**config.mk**
```make
export PLATFORM = sky130hd
export DESIGN_NAME = prio_resolver
export DESIGN_NICKNAME = d
export VERILOG_FILES = /design/src/rtl/prio_res_pkg.sv /design/src/rtl/prio_slot_table.sv /design/src/rtl/prio_rank_scan.sv /design/src/rtl/prio_resolver.sv
export SDC_FILE = /design/constraint.sdc
export NUM_CORES = 2
export LEC_CHECK = 0
export ABC_AREA = 0
export BUFFER_PORTS_ARGS = -buffer_cell sky130_fd_sc_hd__buf_2
export CAP_MARGIN = 20
export CORE_MARGIN = 2
export CORE_UTILIZATION = 35
export CTS_CLUSTER_DIAMETER = 80
export CTS_CLUSTER_SIZE = 10
export DETAILED_ROUTE_END_ITERATION = 7
export HOLD_SLACK_MARGIN = 0.12
export PLACE_DENSITY = 0.48
export SYNTH_ARGS = -nofsm -noshare
export SYNTH_HDL_FRONTEND = slang
export SYNTH_HIERARCHICAL = 1
export SYNTH_SLANG_ARGS = --single-unit
```
**constraint.sdc**
```tcl
create_clock -name clk -period 6.91 [get_ports clk]
set_input_delay 1.0365 -clock clk [delete_from_list [all_inputs] [get_ports clk]]
set_output_delay 1.0365 -clock clk [all_outputs]
set_load 0.005 [all_outputs]
```
**src/rtl/prio_res_pkg.sv**
```systemverilog
package prio_res_pkg;
    // width of a source ID held in one slot
    localparam int ID_W = 6;

    typedef struct packed {
        logic            vld;
        logic [ID_W-1:0] id;
    } slot_t;
endpackage

```
**src/rtl/prio_slot_table.sv**
```systemverilog
module prio_slot_table
    import prio_res_pkg::*;
#(
    parameter int NUM_SLOT = 40,
    parameter int IDX_W    = 6,
    parameter int DATA_W   = 32
) (
    input  logic                       clk,
    input  logic                       rst_n,
    input  logic                       wr_en,
    input  logic [IDX_W-1:0]           wr_idx,
    input  logic [DATA_W-1:0]          wr_data,
    output slot_t [NUM_SLOT-1:0]       slots_o
);
    typedef struct packed {
        slot_t [NUM_SLOT-1:0] slots;
    } tab_t;

    localparam logic [IDX_W:0] LIMIT = (IDX_W+1)'(NUM_SLOT);

    tab_t tab_d, tab_q;
    logic unused_bits;

    assign unused_bits = ^wr_data[DATA_W-2:ID_W];

    always_comb begin
        tab_d = tab_q;
        if (wr_en && ({1'b0, wr_idx} < LIMIT)) begin
            tab_d.slots[wr_idx].vld = wr_data[DATA_W-1];
            tab_d.slots[wr_idx].id  = wr_data[ID_W-1:0];
        end
    end

    always_ff @(posedge clk or negedge rst_n) begin
        if (!rst_n) begin
            tab_q <= '0;
        end else begin
            tab_q <= tab_d;
        end
    end

    assign slots_o = tab_q.slots;
endmodule

```
**src/rtl/prio_rank_scan.sv**
```systemverilog
module prio_rank_scan
    import prio_res_pkg::*;
#(
    parameter int NUM_SLOT = 40,
    parameter int NUM_SRC  = 40,
    parameter int VEC_W    = 64
) (
    input  slot_t [NUM_SLOT-1:0] slots_i,
    input  logic  [VEC_W-1:0]    act_i,
    output logic                 hit_o,
    output logic  [ID_W-1:0]     id_o
);
    // scan from the least urgent slot down so the lowest index is written last
    always_comb begin
        hit_o = 1'b0;
        id_o  = '1;
        for (int s = NUM_SLOT - 1; s >= 0; s--) begin
            if (slots_i[s].vld && (int'(slots_i[s].id) < NUM_SRC) &&
                act_i[slots_i[s].id]) begin
                hit_o = 1'b1;
                id_o  = slots_i[s].id;
            end
        end
    end
endmodule

```
**src/rtl/prio_resolver.sv**
```systemverilog
module prio_resolver
    import prio_res_pkg::*;
#(
    parameter int NUM_SLOT = 40,
    parameter int NUM_SRC  = 40,
    parameter int BANK_W   = 32,
    parameter int IDX_W    = 6
) (
    input  logic              clk,
    input  logic              rst_n,
    input  logic [BANK_W-1:0] act_lo,
    input  logic [BANK_W-1:0] act_hi,
    input  logic [BANK_W-1:0] fiq_lo,
    input  logic [BANK_W-1:0] fiq_hi,
    input  logic              wr_en,
    input  logic [IDX_W-1:0]  wr_idx,
    input  logic [31:0]       wr_data,
    output logic [31:0]       win_word
);
    localparam int VEC_W = 2 * BANK_W;
    localparam int PAD_W = 15 - ID_W;

    slot_t [NUM_SLOT-1:0] slots;
    logic  [VEC_W-1:0]    act_v, fiq_v, fiq_act, irq_act;
    logic                 fiq_hit, irq_hit;
    logic  [ID_W-1:0]     fiq_id, irq_id;

    prio_slot_table #(
        .NUM_SLOT (NUM_SLOT),
        .IDX_W    (IDX_W),
        .DATA_W   (32)
    ) u_tab (
        .clk     (clk),
        .rst_n   (rst_n),
        .wr_en   (wr_en),
        .wr_idx  (wr_idx),
        .wr_data (wr_data),
        .slots_o (slots)
    );

    // source n sits in bank n/BANK_W at bit n mod BANK_W
    assign act_v   = {act_hi, act_lo};
    assign fiq_v   = {fiq_hi, fiq_lo};
    assign fiq_act = act_v & fiq_v;
    assign irq_act = act_v & ~fiq_v;

    prio_rank_scan #(
        .NUM_SLOT (NUM_SLOT),
        .NUM_SRC  (NUM_SRC),
        .VEC_W    (VEC_W)
    ) u_fiq_scan (
        .slots_i (slots),
        .act_i   (fiq_act),
        .hit_o   (fiq_hit),
        .id_o    (fiq_id)
    );

    prio_rank_scan #(
        .NUM_SLOT (NUM_SLOT),
        .NUM_SRC  (NUM_SRC),
        .VEC_W    (VEC_W)
    ) u_irq_scan (
        .slots_i (slots),
        .act_i   (irq_act),
        .hit_o   (irq_hit),
        .id_o    (irq_id)
    );

    assign win_word = {irq_hit, {PAD_W{1'b0}}, irq_id,
                       fiq_hit, {PAD_W{1'b0}}, fiq_id};
endmodule

```
## After elaboration in Yosys (flattened, before gate mapping)

Cells that the tools add are included.

- Logic and storage cells: 614
- Output and inout bits: 32
- Input port bits: 169
- Register bits: 280

- $lt $le $gt $ge: 83
- Reduce and logical (&&, ||, !) cells: 122
- Bitwise logic cells: 3
- Mux-type cells: 326

Operator list:

| kind | number |
|---|---|
| bitwise mux 280 bit | 2 |
| two-way mux 6 bit | 81 |
| binary-select mux 1 bit (select 6 bit) | 80 |
| < comparator 6 x 7 -> 1 bit, second input constant | 41 |
| < comparator 6 bit, second input constant | 41 |
| two-way mux 1 bit | 160 |
| AND 64 bit | 2 |
| logical AND 1 bit | 122 |
| demux 7 bit (select 6 bit) | 2 |
| inverter 64 bit | 1 |
| two-way mux 7 bit | 1 |
| greater-or-equal comparator 6 x 1 -> 1 bit, second input constant | 1 |

## Logic depth before layout (Yosys ltp)

- Word-level depth: 45
- Depth in mapped cells: 16

## Modules after synthesis

Netlist, hierarchy kept.

By module, submodules not included:

| module | sequential area each (sq um) | cells an instance | area an instance (sq um) | instances |
|---|---|---|---|---|
| prio_rank_scan | 0.0 | 1939 | 18172.4 | 2 |
| prio_slot_table | 7006.7 | 669 | 10930.5 | 1 |
| prio_resolver | 0.0 | 149 | 1187.4 | 1 |

## Worst setup path before layout

OpenSTA, ideal clock, no wires.

- Path type: input to output
- From: in fiq_lo[29]
- To: out win_word[18]
- Cell stages on the path: 12
- Arrival time: 4.120 ns
- Path buffers: 2
- Required time: 5.873 ns
- Slack: 1.754 ns
- Path through: and2b_2 buf_2 buf_6 mux4_2 mux4_2 a2111oi_0 nand3b_2 nand2_4 nor4_4 o211ai_1 or4_1 o211a_1

- Longest elaborated chain between the ends: 45
- Elaborated cells between the ends (all ways): 162

Ends and longest elaborated chain:

| item | line | source |
|---|---|---|
| start: declaration | prio_resolver.sv:13 | `input logic [BANK_W-1:0] fiq_lo,` |
| inverter 64 bit (*) | prio_resolver.sv:45 | `assign irq_act = act_v & ~fiq_v;` |
| AND 64 bit (*) | prio_resolver.sv:45 |  |
| binary-select mux 1 bit (select 6 bit) | prio_rank_scan.sv:19 | `act_i[slots_i[s].id]) begin` |
| two-way mux 1 bit (not written as such) | prio_rank_scan.sv:19 |  |
| logical AND 1 bit | prio_rank_scan.sv:18 | `if (slots_i[s].vld && (int'(slots_i[s].id) < NUM_SRC) &&` |
| two-way mux 6 bit (39 in a row) | prio_rank_scan.sv:18 |  |
| two-way mux 6 bit (*) | prio_rank_scan.sv:18 |  |
| end: declaration | prio_resolver.sv:18 | `output logic [31:0] win_word` |

Every way passes the cells marked *; elsewhere a longest branch is shown, timed or not. The select of a mux whose other input is x is not followed.

## Worst setup path after layout

- From: in fiq_lo[22]
- To: out win_word[19]

- Longest elaborated chain between the ends: 45
- Elaborated cells between the ends (all ways): 162

Ends and longest elaborated chain:

| item | line | source |
|---|---|---|
| inverter 64 bit (*) | prio_resolver.sv:45 |  |
| AND 64 bit (*) | prio_resolver.sv:45 |  |
| via irq_act[22] | prio_resolver.sv:24 | `logic [VEC_W-1:0] act_v, fiq_v, fiq_act, irq_act;` |
| binary-select mux 1 bit (select 6 bit) | prio_rank_scan.sv:19 |  |
| two-way mux 1 bit (not written as such) | prio_rank_scan.sv:19 |  |
| logical AND 1 bit | prio_rank_scan.sv:18 |  |
| two-way mux 6 bit (39 in a row) | prio_rank_scan.sv:18 |  |
| two-way mux 6 bit (*) | prio_rank_scan.sv:18 |  |

The timed path passes the listed nets; every way through them passes the cells marked *. The select of a mux whose other input is x is not followed.

==> impl_metrics.toml <==
[run_status]
status = "finished, violations left"
violations = "design-rule violations, negative setup slack"

[floorplan]
num_io_pins = 201
die_h_um = 375
fp.dieW_um = 375
die_area_mm2 = 0.140
rows = 135
initial_core_util = 0.354
core-area_mm2 = 0.136

[routing]
drt-initial-drc-count = 7784
first_pass_iters = 8
routed_wire_length_per_instance_um = 42.0
totalWireLength_mm = 273
vias_per_cell = 7.48
remaining_drc_errors = 1
vias = 48660
antenna_left = 0

[timing]
rsz0062_at_grt = "no"
relSlewSlack = 0.244
drv_slew = 0
tns_ns = -0.415
hold_viol_final = 0
skew_ns = 0
layout_min_cycle_time_ns = 7.13
setup_viol = 4
tightest_slew_ns = 1.13
fmax_mhz = 140
fin_ws_ns = -0.216
post-route-period-util = 1.03
hold_ws_ns = 0.338

[critical_path]
slowest_stage = "o211ai_1"
path_buf_inv = 5
rr_worst_depth = 2
crit_path_end_kind = "output pin"
worstPathRequired_ns = 5.87
r2r-start = "u_tab/slots_o[247]"
cp_num_cells = 16
startpoint_type = "input port"
cp_data_arrival_time_ns = 6.09
r2r_end = "u_tab/slots_o[247]"
cp_cell_sequence = "buf_2 > and2b_2 > buf_4 > mux4_2 > mux2i_1 > a221oi_1 > a21oi_2 > nor2_1 > a211oi_1 > o221ai_1 > o211ai_1 > buf_4 > a41oi_1 > o21ai_1 > buf_4 > buf_2"
cp_max_fo = 23
crit_top_cell = "buf_4"
slowest_delay_ns = 0.62
critPathTopFamily = "compound AO/OA/AOI/OAI gates"
rrSetupSlack_ns = 5.36
path_class = "input port to output pin"

[final_layout]
nFillCells = 13312
largest_reg_flops = 280
layout_common_cells = "684 x mux4_2, 489 x buf_4, 398 x mux2i_1, 354 x mux2_2, 277 x dfrtp_1"
area_growth_pct = 12.6
drive_gt1_frac = 0.416
fin_nets = 4860
final_common_cell = "mux4_2"

[clock_tree]
clk_pin_slew_ns = 0.06
cts_buffer_depth = 3
cts_sinks = 280
clk_latency_ns = 0.65
cts_max_level = 2
cts_buffers = 40
cts_tree = "built"
post_cts_buffers = 0
clockRootBuffer = "clkbuf_16"

[grt]
grt_pass1_wl_mm = 375
grt_max_degree = 122
grt_antenna_before_repair = 30
grt-ovfl-total = 0
first_global_vias = 45577
grt.total_usage = 0.377

[place]
port-buffer-count = 109
dpl.hpwl_mm = 194
place_ws_ns = -0.0470
finalWeightedCongestion = 1.03

[pwr]
peakVddDrop_uv = 204
p_leak_uw = 0.0202
p_per_area_mw_per_mm2 = 220

[job]
cap_violations = 0

[synthesis]
syn_inst = 4648
synth_area_mm2 = 0.0481
avgSynthCellArea_um2 = 10.3
synth-warning-count = 6

[worst_hold_path]
hp-class = "input port to async pin"
-- final cells by class --
cell class,count,area [µm²],area share
repair buffers,657,5420,0.100
clock buffers,44,1050,0.0193
flip-flops and latches,280,7010,0.130
clock inverters,11,83.8,0.00155
well taps,1781,2230,0.0412
diodes,19,47.5,0.000878
inverters,156,586,0.0108
multi-input cells,3556,37700,0.697
-- layer usage --
layer | track usage | vias to the layer above | share of wire
li1 | - | 18500 | -
met2 | 0.553 | 4217 | 0.43
met5 | 0.00103 | - | 0.00063
met4 | 0.228 | 22 | 0.073
met1 | 0.472 | 24934 | 0.37
met3 | 0.138 | 987 | 0.14
-- worst max path at each step --
stage / slack, ns / to / from
final: -0.22 / win_word[19] / fiq_lo[22]
after global placement: -0.1 / win_word[19] / fiq_lo[22]
after floorplan: 1.75 / win_word[18] / fiq_lo[29]
after detailed placement: -0.05 / win_word[19] / fiq_lo[22]
after global routing: 0.0005 / win_word[4] / fiq_lo[29]
after CTS: 0.005 / win_word[18] / fiq_lo[10]
-- report_power, final --
| group | internal (µW) | leakage, µW | total [µW] | switching [µW] |
|---|---|---|---|---|
| Combinational | 3170 | 0.0159 | 7100 | 3930 |
| Clock | 1070 | 0.000558 | 1970 | 897 |
| Sequential | 1840 | 0.00372 | 2830 | 984 |
| Total | 6080 | 0.0202 | 11900 | 5810 |
-- per-stage QoR --
step	util	total power, µW	area [µm²]	cells
after floorplan	-	6430	48100	4665
after global placement	0.388	9490	52800	6423
after detailed placement	0.388	9520	52800	6426
after CTS	0.397	11500	54000	6481
after global routing	0.398	12200	54100	6489
final	0.398	11900	54100	6504
-- what timing repair did --
action / 4_1_cts / 5_1_grt
hold buffers: 0 / 0
gates resized for setup: 2 / 11
endpoints found under the hold margin: 0 / 0
endpoints found under the setup margin: 2 / 5
pin swaps: 0 / 2
Note: power is estimated with default switching activity, not from simulation.
